===== config.mk =====
export PLATFORM = sky130hd
export DESIGN_NAME = agc_level_tracker
export DESIGN_NICKNAME = d
export VERILOG_FILES = /design/src/rtl/agc_level_pkg.sv /design/src/rtl/agc_level_control.sv /design/src/rtl/agc_level_datapath.sv /design/src/rtl/agc_level_tracker.sv
export SDC_FILE = /design/constraint.sdc
export NUM_CORES = 1
export LEC_CHECK = 0
export CORE_AREA = 2 2 142 144
export DETAILED_ROUTE_END_ITERATION = 8
export DIE_AREA = 0 0 144 146
export PLACE_DENSITY = 0.78
export SLEW_MARGIN = 20
export SYNTH_ARGS = -nofsm -noshare
export SYNTH_HDL_FRONTEND = slang
export SYNTH_SLANG_ARGS = --single-unit
export TNS_END_PERCENT = 10

===== constraint.sdc =====
create_clock -name clk -period 16.5 [get_ports clk]
set_input_delay 3.3 -clock clk [delete_from_list [all_inputs] [get_ports clk]]
set_output_delay 3.3 -clock clk [all_outputs]
set_load 0.01 [all_outputs]

===== src/rtl/agc_level_pkg.sv =====
package agc_level_pkg;

  typedef struct packed {
    logic estUpdate;
    logic useAttack;
    logic ovlAdd;
    logic attnRelax;
  } agcStrobes_t;

endpackage


===== src/rtl/agc_level_control.sv =====
module agc_level_control
  import agc_level_pkg::*;
(
  input  logic        clk,
  input  logic        rst,
  input  logic        sampleValid,
  input  logic        ovlPulse,
  input  logic        aboveEst,
  output agcStrobes_t ctrl
);

  always_comb begin
    ctrl.estUpdate = sampleValid;
    ctrl.useAttack = sampleValid && aboveEst;
    ctrl.ovlAdd    = ovlPulse;
    ctrl.attnRelax = sampleValid && !ovlPulse;
  end

  // adding and releasing never happen together
  assert_excl_strobes_R9: assert property (@(posedge clk) disable iff (rst)
    $onehot0({ctrl.ovlAdd, ctrl.attnRelax}));

endmodule


===== src/rtl/agc_level_datapath.sv =====
module agc_level_datapath
  import agc_level_pkg::*;
#(
  parameter int SAMPLE_W    = 16,
  parameter int FRAC_W      = 8,
  parameter int ATTN_W      = 12,
  parameter int ATTACK_BASE = 12
)(
  input  logic                clk,
  input  logic                rst,
  input  logic [SAMPLE_W-1:0] sampleIn,
  input  logic [3:0]          attackCode,
  input  logic [3:0]          decayCode,
  input  logic [2:0]          ovlWeight,
  input  agcStrobes_t         ctrl,
  output logic                aboveEst,
  output logic [SAMPLE_W-1:0] levelOut,
  output logic [ATTN_W-1:0]   attnOut
);

  localparam int EST_W = SAMPLE_W + FRAC_W;
  localparam int HS_W  = $clog2(2 * ATTACK_BASE + 16) + 1;
  localparam logic [EST_W-1:0]  EST_MAX  = EST_W'(1) << (EST_W - 1);
  localparam logic [ATTN_W-1:0] ATTN_TOP = '1;

  logic [EST_W-1:0]    est;
  logic [ATTN_W-1:0]   attn;
  logic [SAMPLE_W-1:0] mag;
  logic [EST_W-1:0]    target;
  logic [HS_W-1:0]     hsAttack, hsDecay;
  logic [EST_W-1:0]    attackStep, decayStep;
  logic [ATTN_W:0]     attnSum;

  function automatic logic [EST_W-1:0] halfShift(input logic [EST_W-1:0] x,
                                                 input logic [HS_W-1:0]  hs);
    logic [HS_W-1:0] k;
    k = hs >> 1;
    if (!hs[0]) return x >> k;
    return (x >> (k + HS_W'(1))) + (x >> (k + HS_W'(2)));
  endfunction

  always_comb begin
    mag        = sampleIn[SAMPLE_W-1] ? (~sampleIn + SAMPLE_W'(1)) : sampleIn;
    target     = {mag, {FRAC_W{1'b0}}};
    aboveEst   = target > est;
    hsAttack   = HS_W'(2 * ATTACK_BASE) - HS_W'(attackCode);
    hsDecay    = hsAttack + HS_W'(decayCode);
    attackStep = halfShift(target - est, hsAttack);
    decayStep  = halfShift(est - target, hsDecay);
    attnSum    = {1'b0, attn} + ((ATTN_W + 1)'(1) << ovlWeight);
  end

  always_ff @(posedge clk) begin
    if (rst) begin
      est <= '0;
    end else if (ctrl.estUpdate) begin
      if (ctrl.useAttack) est <= est + attackStep;
      else                est <= est - decayStep;
    end
  end

  always_ff @(posedge clk) begin
    if (rst) begin
      attn <= '0;
    end else if (ctrl.ovlAdd) begin
      attn <= attnSum[ATTN_W] ? ATTN_TOP : attnSum[ATTN_W-1:0];
    end else if (ctrl.attnRelax && attn != '0) begin
      attn <= attn - ATTN_W'(1);
    end
  end

  assign levelOut = est[EST_W-1:FRAC_W];
  assign attnOut  = attn;

  assert_reset_clear_R1: assert property (@(posedge clk)
    $past(rst) |-> (est == '0 && attn == '0));

  assert_idle_hold_R2: assert property (@(posedge clk) disable iff (rst)
    (!$past(rst) && !$past(ctrl.estUpdate) && !$past(ctrl.ovlAdd))
      |-> ($stable(est) && $stable(attn)));

  assert_attack_bound_R4: assert property (@(posedge clk) disable iff (rst)
    (!$past(rst) && $past(ctrl.useAttack))
      |-> (est >= $past(est) && est <= $past(target)));

  assert_decay_bound_R5: assert property (@(posedge clk) disable iff (rst)
    (!$past(rst) && $past(ctrl.estUpdate) && !$past(ctrl.useAttack))
      |-> (est <= $past(est) && est >= $past(target)));

  assert_est_ceiling_R7: assert property (@(posedge clk) disable iff (rst)
    est <= EST_MAX);

  assert_ovl_grow_R8: assert property (@(posedge clk) disable iff (rst)
    (!$past(rst) && $past(ctrl.ovlAdd)) |-> (attn >= $past(attn)));

endmodule


===== src/rtl/agc_level_tracker.sv =====
module agc_level_tracker
  import agc_level_pkg::*;
#(
  parameter int SAMPLE_W    = 16,
  parameter int FRAC_W      = 8,
  parameter int ATTN_W      = 12,
  parameter int ATTACK_BASE = 12
)(
  input  logic                clk,
  input  logic                rst,
  input  logic [SAMPLE_W-1:0] sampleIn,
  input  logic                sampleValid,
  input  logic [3:0]          attackCode,
  input  logic [3:0]          decayCode,
  input  logic [2:0]          ovlWeight,
  input  logic                ovlPulse,
  output logic [SAMPLE_W-1:0] levelOut,
  output logic [ATTN_W-1:0]   attnOut
);

  agcStrobes_t ctrl;
  logic        aboveEst;

  agc_level_control u_ctrl (
    .clk         (clk),
    .rst         (rst),
    .sampleValid (sampleValid),
    .ovlPulse    (ovlPulse),
    .aboveEst    (aboveEst),
    .ctrl        (ctrl)
  );

  agc_level_datapath #(
    .SAMPLE_W    (SAMPLE_W),
    .FRAC_W      (FRAC_W),
    .ATTN_W      (ATTN_W),
    .ATTACK_BASE (ATTACK_BASE)
  ) u_dp (
    .clk        (clk),
    .rst        (rst),
    .sampleIn   (sampleIn),
    .attackCode (attackCode),
    .decayCode  (decayCode),
    .ovlWeight  (ovlWeight),
    .ctrl       (ctrl),
    .aboveEst   (aboveEst),
    .levelOut   (levelOut),
    .attnOut    (attnOut)
  );

endmodule


-- Word level (Yosys, flattened, before mapping)
Index checks and enable logic that the tools add are counted.
- register bits: 36
- input port bits: 31
- word-level logic and storage cells: 39
- $add $sub $neg: 15
- bitwise operators: 1
- muxes and demuxes: 7
- magnitude comparators: 1
- shift-type cells: 7
- reduce and logical (&&, ||, !) cells: 6
- operators with widths (operator ; count):
    $shr A24 B7 Y24 ; 4
    $add A24 B24 Y24 ; 3
    $mux W24 ; 3
    $sub A24 B24 Y24 ; 3
    $shr A24 B6 Y24 ; 2
    $mux W12 ; 3
    $gt A24 B24 Y1 ; 1
    $add A16 B1 Y16 const B ; 1
    $mux W16 ; 1
    $not A16 Y16 ; 1
    $add A6 B1 Y7 const B ; 2
    $add A6 B2 Y7 const B ; 2
    $add A12 B13 Y13 ; 1
    $shl A1 B3 Y13 const A ; 1
    $reduce_bool A12 Y1 ; 1
    $sub A12 B1 Y12 const B ; 1
    $add A7 B4 Y7 ; 1
    $sub A5 B4 Y6 const A ; 1
    $logic_and A1 B1 Y1 ; 3
    $reduce_bool A2 Y1 ; 1
    $logic_not A1 Y1 ; 1

-- Logic depth before layout (Yosys ltp)
Gate-level depths: netlist of the first run.
- depth in word-level cells: 9
- mapped depth: 51
- mapped depth without buffers: 51

-- Hierarchy
A second synthesis of the first run with hierarchy kept.
- cell total of the unflattened synthesis: 1668
- area total of the unflattened synthesis: 11577.4 um^2
- modules (own cells, without submodules) (module ; instances ; seq. area each (um^2) ; area an instance (um^2) ; cells each):
    agc_level_datapath ; 1 ; 720.7 ; 11542.3 ; 1664
    agc_level_control ; 1 ; 0.0 ; 35.0 ; 4

-- Worst setup path before layout of the first run
Ideal clock, no wire load.
- path kind: input-to-reg
- from: input sampleIn[6]
- to: register u_dp.est[23]
- arrival time: 13003 ps
- library setup time: 123 ps
- data required time: 16377 ps
- slack: 3374 ps
- buffers on the path: 1
- stages: 47
- path through: or4_1 -> or2_2 -> or3_1 -> or3_1 -> and2_1 -> xor2_1 -> ha_1 -> buf_2 -> and4_1 -> and2_1 -> o211a_1 -> or3_1 -> a21oi_1 -> a2111o_1 -> and3_1 -> nor2_1 -> a31oi_1 -> inv_1 -> [11 not listed] -> a2111o_1 -> o211ai_1 -> a32oi_1 -> or3b_4 -> or3b_1 -> or3_1 -> a21oi_1 -> a21oi_1 -> ha_1 -> a21o_1 -> a21oi_1 -> o21ai_0 -> a21o_1 -> nor2_1 -> nand3b_1 -> a211o_1 -> nand4_1 -> mux2_1
- word-level cells in the longest chain between the ends: 9
- elaborated cells between the ends (all ways): 20
- those cells by class: add/sub: 7; order compare: 1; shift: 6; mux: 4; bitwise: 1; reduce/logical: 1
- RTL lines (element ; line ; source):
    start: declaration ; agc_level_tracker.sv:11 ; input logic [SAMPLE_W-1:0] sampleIn,
    $not A16 Y16 ; agc_level_datapath.sv:43 ; mag = sampleIn[SAMPLE_W-1] ? (~sampleIn + SAMPLE_W'(1)) : sampleIn;
    $add A16 B1 Y16 ; agc_level_datapath.sv:43 ;
    $mux W16 * ; agc_level_datapath.sv:43 ;
    $sub A24 B24 Y24 (on tied branches) ; agc_level_datapath.sv:49, agc_level_datapath.sv:48 ;
    $shr A24 B7 Y24 ; agc_level_datapath.sv:39 ; return (x >> (k + HS_W'(1))) + (x >> (k + HS_W'(2)));
    $add A24 B24 Y24 ; agc_level_datapath.sv:39 ;
    $mux W24 ; agc_level_datapath.sv:39 ;
    $sub A24 B24 Y24 / $add A24 B24 Y24 (equally long branches) ; agc_level_datapath.sv:58, agc_level_datapath.sv:57 ;
    $mux W24 * ; agc_level_datapath.sv:57 ; if (ctrl.useAttack) est <= est + attackStep;
    end signal: assignment ; agc_level_datapath.sv:57 ;
    end signal: assignment ; agc_level_datapath.sv:58 ; else est <= est - decayStep;
    end: declaration ; agc_level_datapath.sv:26 ; logic [EST_W-1:0] est;
Every way passes the cells marked *; elsewhere a longest branch is shown, timed or not.
A chain may end at the register's enable or synchronous reset.

-- Worst setup path in the final report of the first run
- from: input sampleIn[4]
- to: register u_dp.est[23]
The elaborated chain is that of the path after synthesis.

==> impl_metrics.json, run 1 <==
{
  "outcome": "finished, final reports clean",
  "cts_buffers": 5,
  "die_w_um": 144,
  "hold_path_class": "reg2reg",
  "ys_seq_area_frac": 0.06281,
  "cts.sinks": 36,
  "antenna_found_initial": 0,
  "async_flop_share": 0,
  "numPortBuffers": 58,
  "synth_top_family_by_area": "compound AO/OA/AOI/OAI gates",
  "cp-end-kind": "flip-flop",
  "mostFrequentLayoutCells": "160 x nor2_1, 159 x a21oi_1, 135 x nand2_1, 116 x ha_1, 101 x o21ai_0",
  "wl_mm": 34.98,
  "worstPathRequired_ns": 16.68,
  "grt_pass1_vias": 11280,
  "cts_resized": 0,
  "cp.arrival_ns": 14.77,
  "clk-insertion-delay-late_ns": 0.30,
  "mostFrequentLayoutCell": "nor2_1",
  "relSlewSlack": 0.3684,
  "path_depth": 48,
  "critPathLaunch": "sampleIn[4]",
  "dieArea_um2": 21020,
  "synth_cell_types": 107,
  "grt_pass1_wl_mm": 56.35,
  "crit_family": "simple AND/OR/NAND/NOR gates",
  "syn2layout_area_growth_pct": 6.543,
  "period_share": 0.8838,
  "maxCapViolations": 0,
  "grt-ovfl-total": 0,
  "crit_slowest_cell": "or4_1",
  "crit_path_max_fanout": 14,
  "die_h_um": 146,
  "fillers": 1831,
  "postCtsSetupRepairBufs": 0,
  "syn_inst": 1651,
  "holdBufCountCts": 0,
  "core_um2": 19330,
  "antenna_cells": 0,
  "grt_max_degree": 46,
  "cts-root-buf": "clkbuf_16",
  "regArea_um2": 720.7,
  "drc": 0,
  "synth_xor_area_frac": 0.09389,
  "dp.final_hpwl_mm": 28.05,
  "slowest_delay_ns": 0.62,
  "muxShareOfSynthArea": 0.08037,
  "pin_count": 59,
  "cts_tree": "built",
  "syn_area_um2": 11470,
  "grt.total_usage": 0.3272,
  "max_freq_ghz": 0.06858,
  "rows": 51,
  "synthSimpleGateAreaFrac": 0.2315,
  "cts.htree.levels": 2,
  "max_slew.worst_pin.slew_ns": 0.9235,
  "synth_edf_count": 0,
  "r2r_cells": 46,
  "setup_tns_ns": 0,
  "hold_viol": 0,
  "vias": 12320,
  "first_pass_iters": 6,
  "synth_area_per_cell_um2": 6.949,
  "worstReg2RegStart": "u_dp.est[8]",
  "synth_seq_cells": 36,
  "rsz0062_at_grt": "no",
  "clkTransAtPathRegs_ns": 0.06,
  "synth_flop_cell": "dfxtp_1",
  "start_kind": "input port",
  "criticalPathCategory": "in2reg",
  "finClkSkew_ns": 0.008108,
  "r2r-end": "u_dp.est[23]",
  "first_iter_violations": 1075,
  "synth_adder_area_share": 0.1370,
  "initial_core_util": 0.5934,
  "place_congestion": 1.037,
  "fin_crit_ns": 14.58,
  "setup_viol": 0,
  "critical_path_buf_inv_count": 3,
  "r2r_setup_slack_ns": 5.53,
  "nets": 1789,
  "cp-endpoint": "u_dp.est[23]",
  "synth_compound_area_frac": 0.3214,
  "viasPerCell": 6.479,
  "drive_above_1_share": 0.05254,
  "ant_nets": 0,
  "wire_per_inst_um": 18.39,
  "drv_slew": 0,
  "yosysWarnings": 0,
  "multiInputGateArea_um2": 9967,
  "cts_buffer_depth": 2
}
worst register-to-register path: cells and delay by family, from the launching register on:
family                     cells  cell delay [ns]
AOI/OAI and AO/OA             32             6.96
adders and majority gates      3             1.14
and+or+nand+nor                6             1.04
xor gates and xnor gates       2             0.65
muxes                          2             0.56
DFF                            1             0.41
buffers and inverters          1             0.09
registers in the layout, indices dropped and copies added, names as in the netlist:
signal and count:
u_dp.est 24, u_dp.attnOut 12
metrics by stage:
| stage | utilization | hold slack [ns] | cell area [um^2] | cells | setup WS [ns] |
|---|---|---|---|---|---|
| 2_1_floorplan | - | 0.4927 | 11480 | 1654 | 3.374 |
| 3_3_place_gp | 0.6243 | 0.5249 | 12070 | 1894 | 1.892 |
| 3_5_place_dp | 0.6243 | 0.5283 | 12070 | 1894 | 1.747 |
| 4_1_cts | 0.6317 | 0.5364 | 12210 | 1902 | 2.024 |
| 5_1_grt | 0.6322 | 0.5519 | 12220 | 1902 | 1.013 |
| 6_report | 0.6322 | 0.5362 | 12220 | 1902 | 1.918 |
cell families (layout without fill, tap and decap cells):
| logic type | after synthesis | after routing |
|---|---|---|
| AOI/OAI and AO/OA | 550 | 550 |
| and+or+nand+nor | 538 | 538 |
| buffers and inverters | 195 | 178 |
| xor gates and xnor gates | 123 | 123 |
| adders and majority gates | 122 | 122 |
| muxes | 85 | 85 |
| DFF | 36 | 36 |
| other | 2 | 5 |
Yosys cell counts (28+ instances only):
master	count	share of area
dfxtp_1	36	0.063
xnor2_1	84	0.064
nand3_1	42	0.018
nor2_1	160	0.052
ha_1	116	0.13
xor2_1	39	0.030
inv_1	92	0.030
nor3_1	44	0.019
a21oi_1	159	0.069
nand2_1	135	0.044
o21ai_0	102	0.044
a21o_1	42	0.027
a211oi_1	28	0.018
clkbuf_1	63	0.021
mux2i_1	75	0.065
how the worst min path moves through the flow:
| stage | startpoint | endpoint | slack [ns] | depth (start not counted) |
|---|---|---|---|---|
| finish | u_dp.attnOut[3] | u_dp.attnOut[3] | 0.54 | 2 |
| global route | u_dp.attnOut[3] | u_dp.attnOut[3] | 0.55 | 2 |
| CTS | u_dp.attnOut[3] | u_dp.attnOut[3] | 0.54 | 2 |
| detailed placement | u_dp.attnOut[3] | u_dp.attnOut[3] | 0.53 | 2 |
| global placement | u_dp.attnOut[3] | u_dp.attnOut[3] | 0.52 | 2 |
| floorplan | u_dp.est[14] | u_dp.est[14] | 0.49 | 2 |
per-layer routing:
layer	routed length, um	share of wire	GRT usage
met4	1548	0.044	0.1299
met3	2461	0.070	0.04014
met1	15300	0.44	0.4371
met2	15680	0.45	0.5321
met5	0	0	0
cell type report:
cell class,count,area share
Clock inverter,1,0.0007165
Multi-Input combinational cell,1423,0.8154
Inverter,94,0.02886
Tap cell,265,0.02712
Sequential cell,36,0.05896
Clock buffer,7,0.01085
Timing Repair Buffer,76,0.05814
Power of run 1 is left out: the tool's default activity adds up to more than one toggle a clock period on the data nets, which glitch-free logic cannot reach.
==> run 2, diff against run 1 <==
MAX_ROUTING_LAYER = met4   (was unset)
==> impl_metrics.json, run 2 (same netlist as run 1, synthesis figures left out) <==
{
  "drv_slew": 0,
  "max_freq_ghz": 0.06783,
  "crit_path_max_fanout": 14,
  "numPortBuffers": 58,
  "maxCapViolations": 0,
  "dieArea_um2": 21020,
  "dp.final_hpwl_mm": 28.12,
  "largest_register_ffs": 24,
  "regArea_um2": 720.7,
  "cts_tree": "built",
  "nets": 1788,
  "drc": 0,
  "setup_viol": 0,
  "grt.total_usage": 0.3405,
  "grt-ovfl-total": 0,
  "cp-end-kind": "flip-flop",
  "antenna_cells": 0,
  "period_share": 0.8935,
  "grt_pass1_vias": 11270,
  "antenna_found_initial": 0,
  "postCtsSetupRepairBufs": 0,
  "rows": 51,
  "criticalPathCategory": "in2reg",
  "relSlewSlack": 0.3752,
  "initial_core_util": 0.5934,
  "core_um2": 19330,
  "viasPerCell": 6.430,
  "fillers": 1863,
  "multiInputGateArea_um2": 9956,
  "crit_top_cell": "o21ai_0",
  "outcome": "finished, final reports clean",
  "finClkSkew_ns": 0.002977,
  "cts.htree.levels": 2,
  "cts_buffers": 5,
  "mostFrequentLayoutCell": "nor2_1",
  "crit_slowest_cell": "or4_1",
  "pin_count": 59,
  "fin_crit_ns": 14.74,
  "place_congestion": 1.082,
  "die_w_um": 144,
  "rsz0062_at_grt": "no",
  "largest-register": "u_dp.est",
  "wire_per_inst_um": 18.46,
  "cp.arrival_ns": 14.93,
  "cts_resized": 0,
  "holdBufCountCts": 0,
  "hold_path_class": "reg2reg",
  "setup_tns_ns": 0,
  "hold_viol": 0,
  "die_h_um": 146,
  "first_pass_iters": 5,
  "cts-root-buf": "clkbuf_16",
  "grt_max_degree": 46,
  "grt_pass1_wl_mm": 56.81,
  "syn2layout_area_growth_pct": 6.456,
  "start_kind": "input port",
  "cts.sinks": 36,
  "slowest_delay_ns": 0.62,
  "cts_buffer_depth": 2,
  "clkTransAtPathRegs_ns": 0.06,
  "vias": 12220,
  "clk-insertion-delay-late_ns": 0.30,
  "wl_mm": 35.09,
  "worstPathRequired_ns": 16.69,
  "drive_above_1_share": 0.05257,
  "first_iter_violations": 1048,
  "mostFrequentLayoutCells": "160 x nor2_1, 159 x a21oi_1, 135 x nand2_1, 116 x ha_1, 101 x o21ai_0",
  "max_slew.worst_pin.slew_ns": 0.9301,
  "ant_nets": 0
}
[run 2: worst max-delay path: cells and delay by family]
family                   cells  cell delay (ns)
XOR/XNOR                     2             0.31
AO/OA/AOI/OAI               20             4.20
multiplexers                 1             0.32
AND/OR/NAND/NOR             19             4.61
buffers and inverters        3             0.66
adder cells (fa/ha/maj)      4             1.51
[run 2: stage by stage]
stage | hold WS [ns] | area (um^2) | setup WS, ns | utilization | std cells
global route | 0.5668 | 12210 | 0.9239 | 0.6317 | 1901
global placement | 0.5244 | 12060 | 1.928 | 0.6240 | 1893
CTS | 0.5342 | 12210 | 1.912 | 0.6317 | 1901
floorplan | 0.4927 | 11480 | 3.374 | - | 1654
finish | 0.5380 | 12210 | 1.758 | 0.6317 | 1901
detailed placement | 0.5267 | 12060 | 1.667 | 0.6240 | 1893
[run 2: metal layers]
layer | share of wire | up-vias | GRT usage
li1 | - | 6011 | -
met1 | 0.44 | 5644 | 0.4414
met2 | 0.44 | 469 | 0.5252
met3 | 0.066 | 99 | 0.04442
met4 | 0.050 | 0 | 0.1534
met5 | 0 | - | -
[run 2: path summary, 6_finish.rpt]
path | startpoint | to | slack [ns] | depth (start not counted)
setup / recovery | sampleIn[4] | u_dp.est[23] | 1.76 | 49
hold / removal | u_dp.attnOut[3] | u_dp.attnOut[3] | 0.54 | 2
setup reg to reg | u_dp.est[8] | u_dp.est[23] | 5.58 | 46
hold reg to reg | u_dp.attnOut[3] | u_dp.attnOut[3] | 0.54 | 2
[run 2: cell type report]
class | instances | share of cell area
Clock buffer | 7 | 0.01168
Clock inverter | 1 | 0.0006146
Inverter | 94 | 0.02889
Multi-Input combinational cell | 1423 | 0.8151
Sequential cell | 36 | 0.05900
Tap cell | 265 | 0.02715
Timing Repair Buffer | 75 | 0.05757
Power of run 2 is left out for the same reason.
